[src/rtl/ptw_pkg.sv]
package ptw_pkg;
  typedef enum logic [2:0] {
    ST_IDLE,
    ST_RD_OUTER,
    ST_WT_OUTER,
    ST_RD_INNER,
    ST_WT_INNER,
    ST_DONE,
    ST_FAULT
  } walk_state_e;

  typedef enum logic [1:0] {
    FLT_NONE  = 2'd0,
    FLT_LEN   = 2'd1,
    FLT_OUTER = 2'd2,
    FLT_INNER = 2'd3
  } fault_e;
endpackage

[src/rtl/ptw_addr_gen.sv]
module ptw_addr_gen #(
  parameter int ADDR_W  = 32,
  parameter int OFF_W   = 10,
  parameter int INNER_W = 10,
  parameter int WB      = 2
) (
  input  logic [ADDR_W-OFF_W-INNER_W-1:0] req_outer_i,
  input  logic [ADDR_W-OFF_W-INNER_W:0]   ptlr_i,
  input  logic [ADDR_W-1:0]               ptbr_q_i,
  input  logic [ADDR_W-OFF_W-INNER_W-1:0] outer_q_i,
  input  logic [INNER_W-1:0]              inner_q_i,
  input  logic [ADDR_W-OFF_W-1:0]         obase_q_i,
  output logic                            len_ok_o,
  output logic [ADDR_W-1:0]               outer_addr_o,
  output logic [ADDR_W-1:0]               inner_addr_o
);
  localparam int OUTER_W = ADDR_W - OFF_W - INNER_W;

  logic [ADDR_W-1:0] outer_ofs, inner_ofs;

  assign len_ok_o     = {1'b0, req_outer_i} < ptlr_i;
  assign outer_ofs    = {{(ADDR_W-OUTER_W-WB){1'b0}}, outer_q_i, {WB{1'b0}}};
  assign inner_ofs    = {{(ADDR_W-INNER_W-WB){1'b0}}, inner_q_i, {WB{1'b0}}};
  assign outer_addr_o = ptbr_q_i + outer_ofs;
  assign inner_addr_o = {obase_q_i, {OFF_W{1'b0}}} + inner_ofs;
endmodule

[src/rtl/ptw_fsm.sv]
module ptw_fsm
  import ptw_pkg::*;
(
  input  logic        clk_i,
  input  logic        rst_ni,
  input  logic        req_valid_i,
  input  logic        len_ok_i,
  input  logic        rvalid_i,
  input  logic        pte_ok_i,
  output walk_state_e state_o,
  output fault_e      code_o,
  output logic        accept_o,
  output logic        take_outer_o,
  output logic        take_inner_o
);
  walk_state_e state_q, state_d;
  fault_e      code_q, code_d;
  logic        outer_ph, inner_ph;

  assign outer_ph     = (state_q == ST_RD_OUTER) || (state_q == ST_WT_OUTER);
  assign inner_ph     = (state_q == ST_RD_INNER) || (state_q == ST_WT_INNER);
  assign accept_o     = (state_q == ST_IDLE) && req_valid_i;
  assign take_outer_o = outer_ph && rvalid_i && pte_ok_i;
  assign take_inner_o = inner_ph && rvalid_i && pte_ok_i;

  always_comb begin
    state_d = state_q;
    code_d  = code_q;
    unique case (state_q)
      ST_IDLE: if (req_valid_i) begin
        state_d = len_ok_i ? ST_RD_OUTER : ST_FAULT;
        code_d  = len_ok_i ? FLT_NONE : FLT_LEN;
      end
      ST_RD_OUTER, ST_WT_OUTER: begin
        if (!rvalid_i)     state_d = ST_WT_OUTER;
        else if (pte_ok_i) state_d = ST_RD_INNER;
        else begin
          state_d = ST_FAULT;
          code_d  = FLT_OUTER;
        end
      end
      ST_RD_INNER, ST_WT_INNER: begin
        if (!rvalid_i)     state_d = ST_WT_INNER;
        else if (pte_ok_i) state_d = ST_DONE;
        else begin
          state_d = ST_FAULT;
          code_d  = FLT_INNER;
        end
      end
      default: state_d = ST_IDLE;
    endcase
  end

  always_ff @(posedge clk_i or negedge rst_ni) begin
    if (!rst_ni) begin
      state_q <= ST_IDLE;
      code_q  <= FLT_NONE;
    end else begin
      state_q <= state_d;
      code_q  <= code_d;
    end
  end

  assign state_o = state_q;
  assign code_o  = code_q;
endmodule

[src/rtl/ptw_walker.sv]
module ptw_walker
  import ptw_pkg::*;
#(
  parameter int ADDR_W  = 32,
  parameter int OFF_W   = 10,
  parameter int INNER_W = 10,
  parameter int PTE_W   = 32
) (
  input  logic                            clk_i,
  input  logic                            rst_ni,
  input  logic                            req_valid_i,
  output logic                            req_ready_o,
  input  logic [ADDR_W-1:0]               req_vaddr_i,
  input  logic [ADDR_W-1:0]               ptbr_i,
  input  logic [ADDR_W-OFF_W-INNER_W:0]   ptlr_i,
  output logic                            mem_req_o,
  output logic [ADDR_W-1:0]               mem_addr_o,
  input  logic                            mem_rvalid_i,
  input  logic [PTE_W-1:0]                mem_rdata_i,
  output logic                            rsp_valid_o,
  output logic                            rsp_fault_o,
  output logic [1:0]                      rsp_code_o,
  output logic [ADDR_W-1:0]               rsp_paddr_o
);
  localparam int OUTER_W = ADDR_W - OFF_W - INNER_W;
  localparam int BASE_W  = ADDR_W - OFF_W;
  localparam int WB      = $clog2(PTE_W / 8);

  walk_state_e       state;
  fault_e            code;
  logic              accept, take_outer, take_inner, len_ok;
  logic [ADDR_W-1:0] vaddr_q, ptbr_q, outer_addr, inner_addr;
  logic [BASE_W-1:0] obase_q, pbase_q;
  logic              unused_rsvd;

  assign unused_rsvd = ^mem_rdata_i[OFF_W-1:1];

  ptw_fsm u_fsm (
    .clk_i        (clk_i),
    .rst_ni       (rst_ni),
    .req_valid_i  (req_valid_i),
    .len_ok_i     (len_ok),
    .rvalid_i     (mem_rvalid_i),
    .pte_ok_i     (mem_rdata_i[0]),
    .state_o      (state),
    .code_o       (code),
    .accept_o     (accept),
    .take_outer_o (take_outer),
    .take_inner_o (take_inner)
  );

  ptw_addr_gen #(
    .ADDR_W  (ADDR_W),
    .OFF_W   (OFF_W),
    .INNER_W (INNER_W),
    .WB      (WB)
  ) u_agen (
    .req_outer_i  (req_vaddr_i[ADDR_W-1 -: OUTER_W]),
    .ptlr_i       (ptlr_i),
    .ptbr_q_i     (ptbr_q),
    .outer_q_i    (vaddr_q[ADDR_W-1 -: OUTER_W]),
    .inner_q_i    (vaddr_q[OFF_W +: INNER_W]),
    .obase_q_i    (obase_q),
    .len_ok_o     (len_ok),
    .outer_addr_o (outer_addr),
    .inner_addr_o (inner_addr)
  );

  always_ff @(posedge clk_i or negedge rst_ni) begin
    if (!rst_ni) begin
      vaddr_q <= '0;
      ptbr_q  <= '0;
      obase_q <= '0;
      pbase_q <= '0;
    end else begin
      if (accept) begin
        vaddr_q <= req_vaddr_i;
        ptbr_q  <= ptbr_i;
      end
      if (take_outer) obase_q <= mem_rdata_i[PTE_W-1 -: BASE_W];
      if (take_inner) pbase_q <= mem_rdata_i[PTE_W-1 -: BASE_W];
    end
  end

  logic outer_ph, inner_ph;
  assign outer_ph = (state == ST_RD_OUTER) || (state == ST_WT_OUTER);
  assign inner_ph = (state == ST_RD_INNER) || (state == ST_WT_INNER);

  assign req_ready_o = (state == ST_IDLE);
  assign mem_req_o   = outer_ph || inner_ph;
  assign mem_addr_o  = outer_ph ? outer_addr : inner_addr;
  assign rsp_valid_o = (state == ST_DONE) || (state == ST_FAULT);
  assign rsp_fault_o = (state == ST_FAULT);
  assign rsp_code_o  = (state == ST_FAULT) ? code : FLT_NONE;
  assign rsp_paddr_o = (state == ST_DONE) ? {pbase_q, vaddr_q[OFF_W-1:0]} : '0;
endmodule

[config.mk]
export PLATFORM = sky130hd
export DESIGN_NAME = ptw_walker
export DESIGN_NICKNAME = d
export VERILOG_FILES = /design/src/rtl/ptw_pkg.sv /design/src/rtl/ptw_addr_gen.sv /design/src/rtl/ptw_fsm.sv /design/src/rtl/ptw_walker.sv
export SDC_FILE = /design/constraint.sdc
export NUM_CORES = 1
export LEC_CHECK = 0
export BUFFER_PORTS_ARGS = -buffer_cell sky130_fd_sc_hd__buf_4
export CAP_MARGIN = 30
export CORE_ASPECT_RATIO = 0.7
export CORE_MARGIN = 4
export CORE_UTILIZATION = 53
export DETAILED_ROUTE_END_ITERATION = 16
export GPL_ROUTABILITY_DRIVEN = 0
export HOLD_SLACK_MARGIN = 0.1
export PLACE_DENSITY = 0.86
export SLEW_MARGIN = 20
export SYNTH_ARGS = -nofsm -noshare
export SYNTH_HDL_FRONTEND = slang
export SYNTH_SLANG_ARGS = --single-unit
export TNS_END_PERCENT = 100
[constraint.sdc]
create_clock -name clk_i -period 2.6 [get_ports clk_i]
set_input_delay 0.13 -clock clk_i [delete_from_list [all_inputs] [get_ports clk_i]]
set_output_delay 0.13 -clock clk_i [all_outputs]
set_load 0.02 [all_outputs]
=== After elaboration in Yosys (flattened, before gate mapping) ===
Cells that the tools add are included.

* Flip-flop bits (word level): 113
* Input bits: 113
* Output and inout port bits: 70
* Word-level logic and storage cells: 51

* Add/sub/neg operators: 2
* Order comparisons: 1
* Eq/ne operators: 11
* Muxes and demuxes: 17
* Reduce and logical (&&, ||, !) cells: 14

{| class="wikitable"
|+ Operators with widths
! kind !! number
|-
| 32-bit 2-to-1 mux || 2
|-
| 32-bit by 12-bit adder with 32-bit output || 1
|-
| 32-bit by 14-bit adder with 32-bit output || 1
|-
| 3-bit 2-to-1 mux || 5
|-
| 2-bit 2-to-1 mux || 7
|-
| 12-bit by 13-bit < comparator with 1-bit output || 1
|-
| 2-bit inequality test, second input constant || 5
|-
| 3-bit == test, second input constant || 3
|-
| 3-bit case mux with 3 select lines || 1
|-
| 3-bit by 2-bit == test with 1-bit output, second input constant || 2
|-
| 2-bit case mux with 3 select lines || 1
|-
| 6-bit AND reduction || 1
|-
| 1-bit logical AND || 5
|-
| 1-bit logical OR || 4
|-
| 2-bit OR reduction || 2
|-
| 3-bit by 1-bit == test with 1-bit output, second input constant || 1
|-
| 3-bit zero test || 1
|-
| 3-bit nonzero test || 1
|-
| 1-bit 2-to-1 mux || 1
|}

=== Logic depth before layout (Yosys ltp) ===
* Depth after elaboration: 4
* Gate-level depth with buffers: 10
* Gate-level depth less buffers: 9

=== By module ===
A second synthesis with hierarchy kept.

* Cells, all modules: 572
* Area, all modules: 6668.9 µm²

{| class="wikitable"
|+ By module, submodules not included
! module !! instances !! cells an instance !! area an instance (µm²) !! seq. area each (µm²)
|-
| ptw_walker || 1 || 308 || 4662.0 || 2702.6
|-
| ptw_addr_gen || 1 || 221 || 1601.5 || 0.0
|-
| ptw_fsm || 1 || 43 || 405.4 || 125.1
|}

=== Least setup slack after synthesis ===
OpenSTA, ideal clock, no wires.

* Path type: register -> output
* From: register ptbr_q[2]
* To: output port mem_addr_o[18]
* Data arrival time: 2.308 ns
* Required time: 2.470 ns
* Path slack: 0.162 ns
* Cell stages (with the launch flop): 11
* Path buffers: 1
* Cells stage by stage: dfrtp_1 -> ha_1 -> fa_1 -> a21oi_1 -> o21ai_1 -> o22ai_1 -> o31a_1 -> buf_6 -> nand2b_1 -> xor2_1 -> a21oi_1

* Cells in the longest elaborated chain, start to end: 2

{| class="wikitable"
|+ RTL lines
! item !! line !! source
|-
| from (decl) || ptw_walker.sv:32 || <nowiki>logic [ADDR_W-1:0] vaddr_q, ptbr_q, outer_addr, inner_addr;</nowiki>
|-
| from (signal assigned) || ptw_walker.sv:78 || <nowiki>ptbr_q <= ptbr_i;</nowiki>
|-
| 32-bit by 14-bit adder with 32-bit output || ptw_addr_gen.sv:24 || <nowiki>assign outer_addr_o = ptbr_q_i + outer_ofs;</nowiki>
|-
| 32-bit 2-to-1 mux || ptw_walker.sv:91 || <nowiki>assign mem_addr_o = outer_ph ? outer_addr : inner_addr;</nowiki>
|-
| to (decl) || ptw_walker.sv:17 || <nowiki>output logic [ADDR_W-1:0] mem_addr_o,</nowiki>
|}

Every way passes these cells.

=== Worst setup path in the final report ===
* From: register ptbr_q[4]
* To: output port mem_addr_o[31]

The elaborated chain is that of the path after synthesis.

==> run summary <==
status -> finished with violations
failing checks -> setup timing
DRT antenna net count -> 0
Final min period -> 3.08 ns
crit path cell chain -> ha_4 > o211ai_1 > o211ai_2 > a31oi_2 > o21ai_2 > nand3_2 > or4_4 > o211ai_1 > buf_4
predominant post-synthesis flop cell -> dfrtp_1
standard-cell rows -> 33
syn_nets -> 867
Final period util -> 1.18
netlist area before placement -> 6460 sq um
CP Capture Type -> output port
drt initial violations -> 841
gr usage total -> 0.311
placed inst area -> 7990 sq um
largest net degree at the start of global routing -> 67
chip height -> 100 microns
TritonCTS Buffers -> 17
fin area -> 9910 sq um
Slowest-stage cell, CP -> dfrtp_1
clock-pin slew on the worst setup and hold paths -> 0.05 ns
worst-skew pair later-pin latency -> 0.41 ns
final setup TNS -> -6.65 ns
met3 wire length -> 2300 microns
die width -> 140 microns
maximum fanout along the worst path -> 4
Synth Register Bits -> 113
Power Dens Cells -> 1330 nW/um^2
final max-slew violation count -> 0
Die Footprint -> 14,000 sq um
Distinct cells, synth -> 49
H-tree depth -> 4
Synth Instances -> 727
share of cells above drive strength 1 -> 0.339
final number of setup-violating endpoints -> 23
first-pass GRT wire length -> 34,700 microns
diodes inserted -> 0
fillcell total -> 622
Pre-Repair DR Iteration Count -> 6
drc violations -> 0
num ports -> 183
Initial Utilization -> 0.547
Detail Placement HPWL -> 12,700 microns
nets -> 1,155
setup ws final -> -0.479 ns
antenna violations before repair -> 0
WL met2 -> 11,300 microns
RSZ-0062 raised after global routing -> yes
vias in the first global route -> 6,851
post-synthesis sequential area ratio -> 0.438
CTS Sinks -> 113
max incr delay on CP -> 0.44 ns
number of max-cap violations -> 0
commonest non-fill, non-tap cell in the layout -> nand2_1
final hold slack -> 0.156 ns
GRT overflow -> 0
average size of a mapped cell -> 8.88 sq um
most used cell, CP -> o211ai_1
CTS tree -> done
Vias -> 6,932
Vias/cell -> 5.85
YS warnings -> 0
CP Class -> flip-flop to output port
Data arrival, critical path -> 2.95 ns
Post-synth EDFFs -> 0
largest buffer count on any clock path -> 2
fin cells -> 1,184
Inst Count DP -> 1,039
uppermost routed layer -> met4
Port Buffers -> 173
total power -> 13.2 mW
Max-slew headroom -> 0.567
CTS root buf -> clkbuf_16
worst-margin pin slew -> 0.649 ns
Reg area -> 2830 sq um
Core ar. -> 11,800 sq um
Max Clock Skew -> 0.00865 ns
leading cell types in the layout, fill and taps excluded -> nand2_1 (239), buf_4 (204), dfrtp_1 (111)
WL met1 -> 9120 microns
Hold Path Class -> input port to flip-flop
Max VDD drop -> 805 uV
Async S/R FF share, synth -> 1.00
CP required -> 2.47 ns
area of the multi-input gates -> 3750 sq um
WL/cell -> 20.3 microns
Fmax -> 0.325 GHz
final hold violation count -> 0
pre-CTS setup slack -> 0.0566 ns
fin util -> 0.839
routed wire length -> 24,100 microns
Area Growth Syn to Fin -> 53.5%
leak pwr -> 4.80 nW
CP Launch Type -> flip-flop
==> kinds of logic after synthesis <==
group                    after synthesis  synth area share
flip-flops                           113             0.438
AO/OA/AOI/OAI                         79            0.0742
adder cells (fa/ha/maj)               27            0.0546
XOR/XNOR                              48            0.0651
buffers and inverters                 46            0.0295
AND/OR/NAND/NOR                      370             0.262
multiplexers                          44            0.0767
==> synth_stat cells (all sizes together), types with 6 or more instances <==
cell type / n / area share
xor2: 14 / 0.019
ha: 25 / 0.048
a21o: 8 / 0.0093
inv: 13 / 0.0076
dfrtp: 113 / 0.44
nand2: 240 / 0.14
mux2: 44 / 0.077
nor3: 9 / 0.0093
xnor2: 34 / 0.046
buf: 14 / 0.011
nand3: 15 / 0.012
nor2: 25 / 0.015
a21oi: 28 / 0.022
and2: 38 / 0.037
nand4: 10 / 0.0097
nand2b: 6 / 0.0058
nor2b: 6 / 0.0058
o21ai: 25 / 0.020
and3: 7 / 0.0068
clkbuf: 19 / 0.011
==> final cells by class <==
type                            count  area share
Multi-Input combinational cell    568       0.378
Sequential cell                   113       0.285
Timing Repair Buffer              302       0.259
Clock buffer                       21      0.0464
Tap cell                          157      0.0198
Clock inverter                     10     0.00644
Inverter                           13     0.00492
==> layer usage <==
layer  vias up  global-route usage
met5         -                   0
met4         0               0.133
met3       148              0.0929
met2       523               0.518
met1      3275               0.381
li1       2986                   -
==> flip-flops by register name, indices dropped and copies added (netlist names) <==
signal and flops:
ptbr_q 32, vaddr_q 32, obase_q 22, pbase_q 22, u_fsm.state_o 3, u_fsm.code_o 2
==> worst max-delay path: cells and delay by family (launching register included) <==
kind	cells	cell delay (ns)
fa+ha+maj	1	0.33
flops	1	0.44
buf+inv	1	0.21
compound gates	5	1.00
simple gates	2	0.55
==> repair_timing <==
action	in CTS	in global routing
endpoints found under the hold margin	155	0
resized for setup	45	18
endpoints found under the setup margin	22	23
pin swaps	41	19
hold buffers	89	0
setup buffers	17	8
==> power by group <==
| group | switching [mW] | internal [mW] | leakage (nW) | total [mW] |
|---|---|---|---|---|
| sequential | 0.916 | 2.62 | 1.39 | 3.54 |
| combinational | 4.18 | 3.39 | 3.16 | 7.56 |
| clock | 0.829 | 1.25 | 0.250 | 2.08 |
| total | 5.92 | 7.26 | 4.80 | 13.2 |
==> final timing paths <==
| path | start | endpoint | slack [ns] | depth (start not counted) |
|---|---|---|---|---|
| setup / recovery | ptbr_q[4]$_DFFE_PN0P_ | mem_addr_o[31] | -0.48 | 9 |
| hold / removal | mem_rdata_i[0] | u_fsm.state_o[1]$_DFFE_PN0N_ | 0.16 | 4 |
| setup reg to reg | u_fsm.state_o[2]$_DFFE_PN0N_ | u_fsm.state_o[0]$_DFFE_PN0N_ | 0.43 | 6 |
| hold reg to reg | ptbr_q[0]$_DFFE_PN0P_ | ptbr_q[0]$_DFFE_PN0P_ | 0.47 | 2 |
| max in group asynchronous | rst_ni | vaddr_q[24]$_DFFE_PN0P_ | 1.57 | 3 |
| min in group asynchronous | rst_ni | ptbr_q[24]$_DFFE_PN0P_ | 0.29 | 2 |
Note: power is estimated with default switching activity, not from simulation.
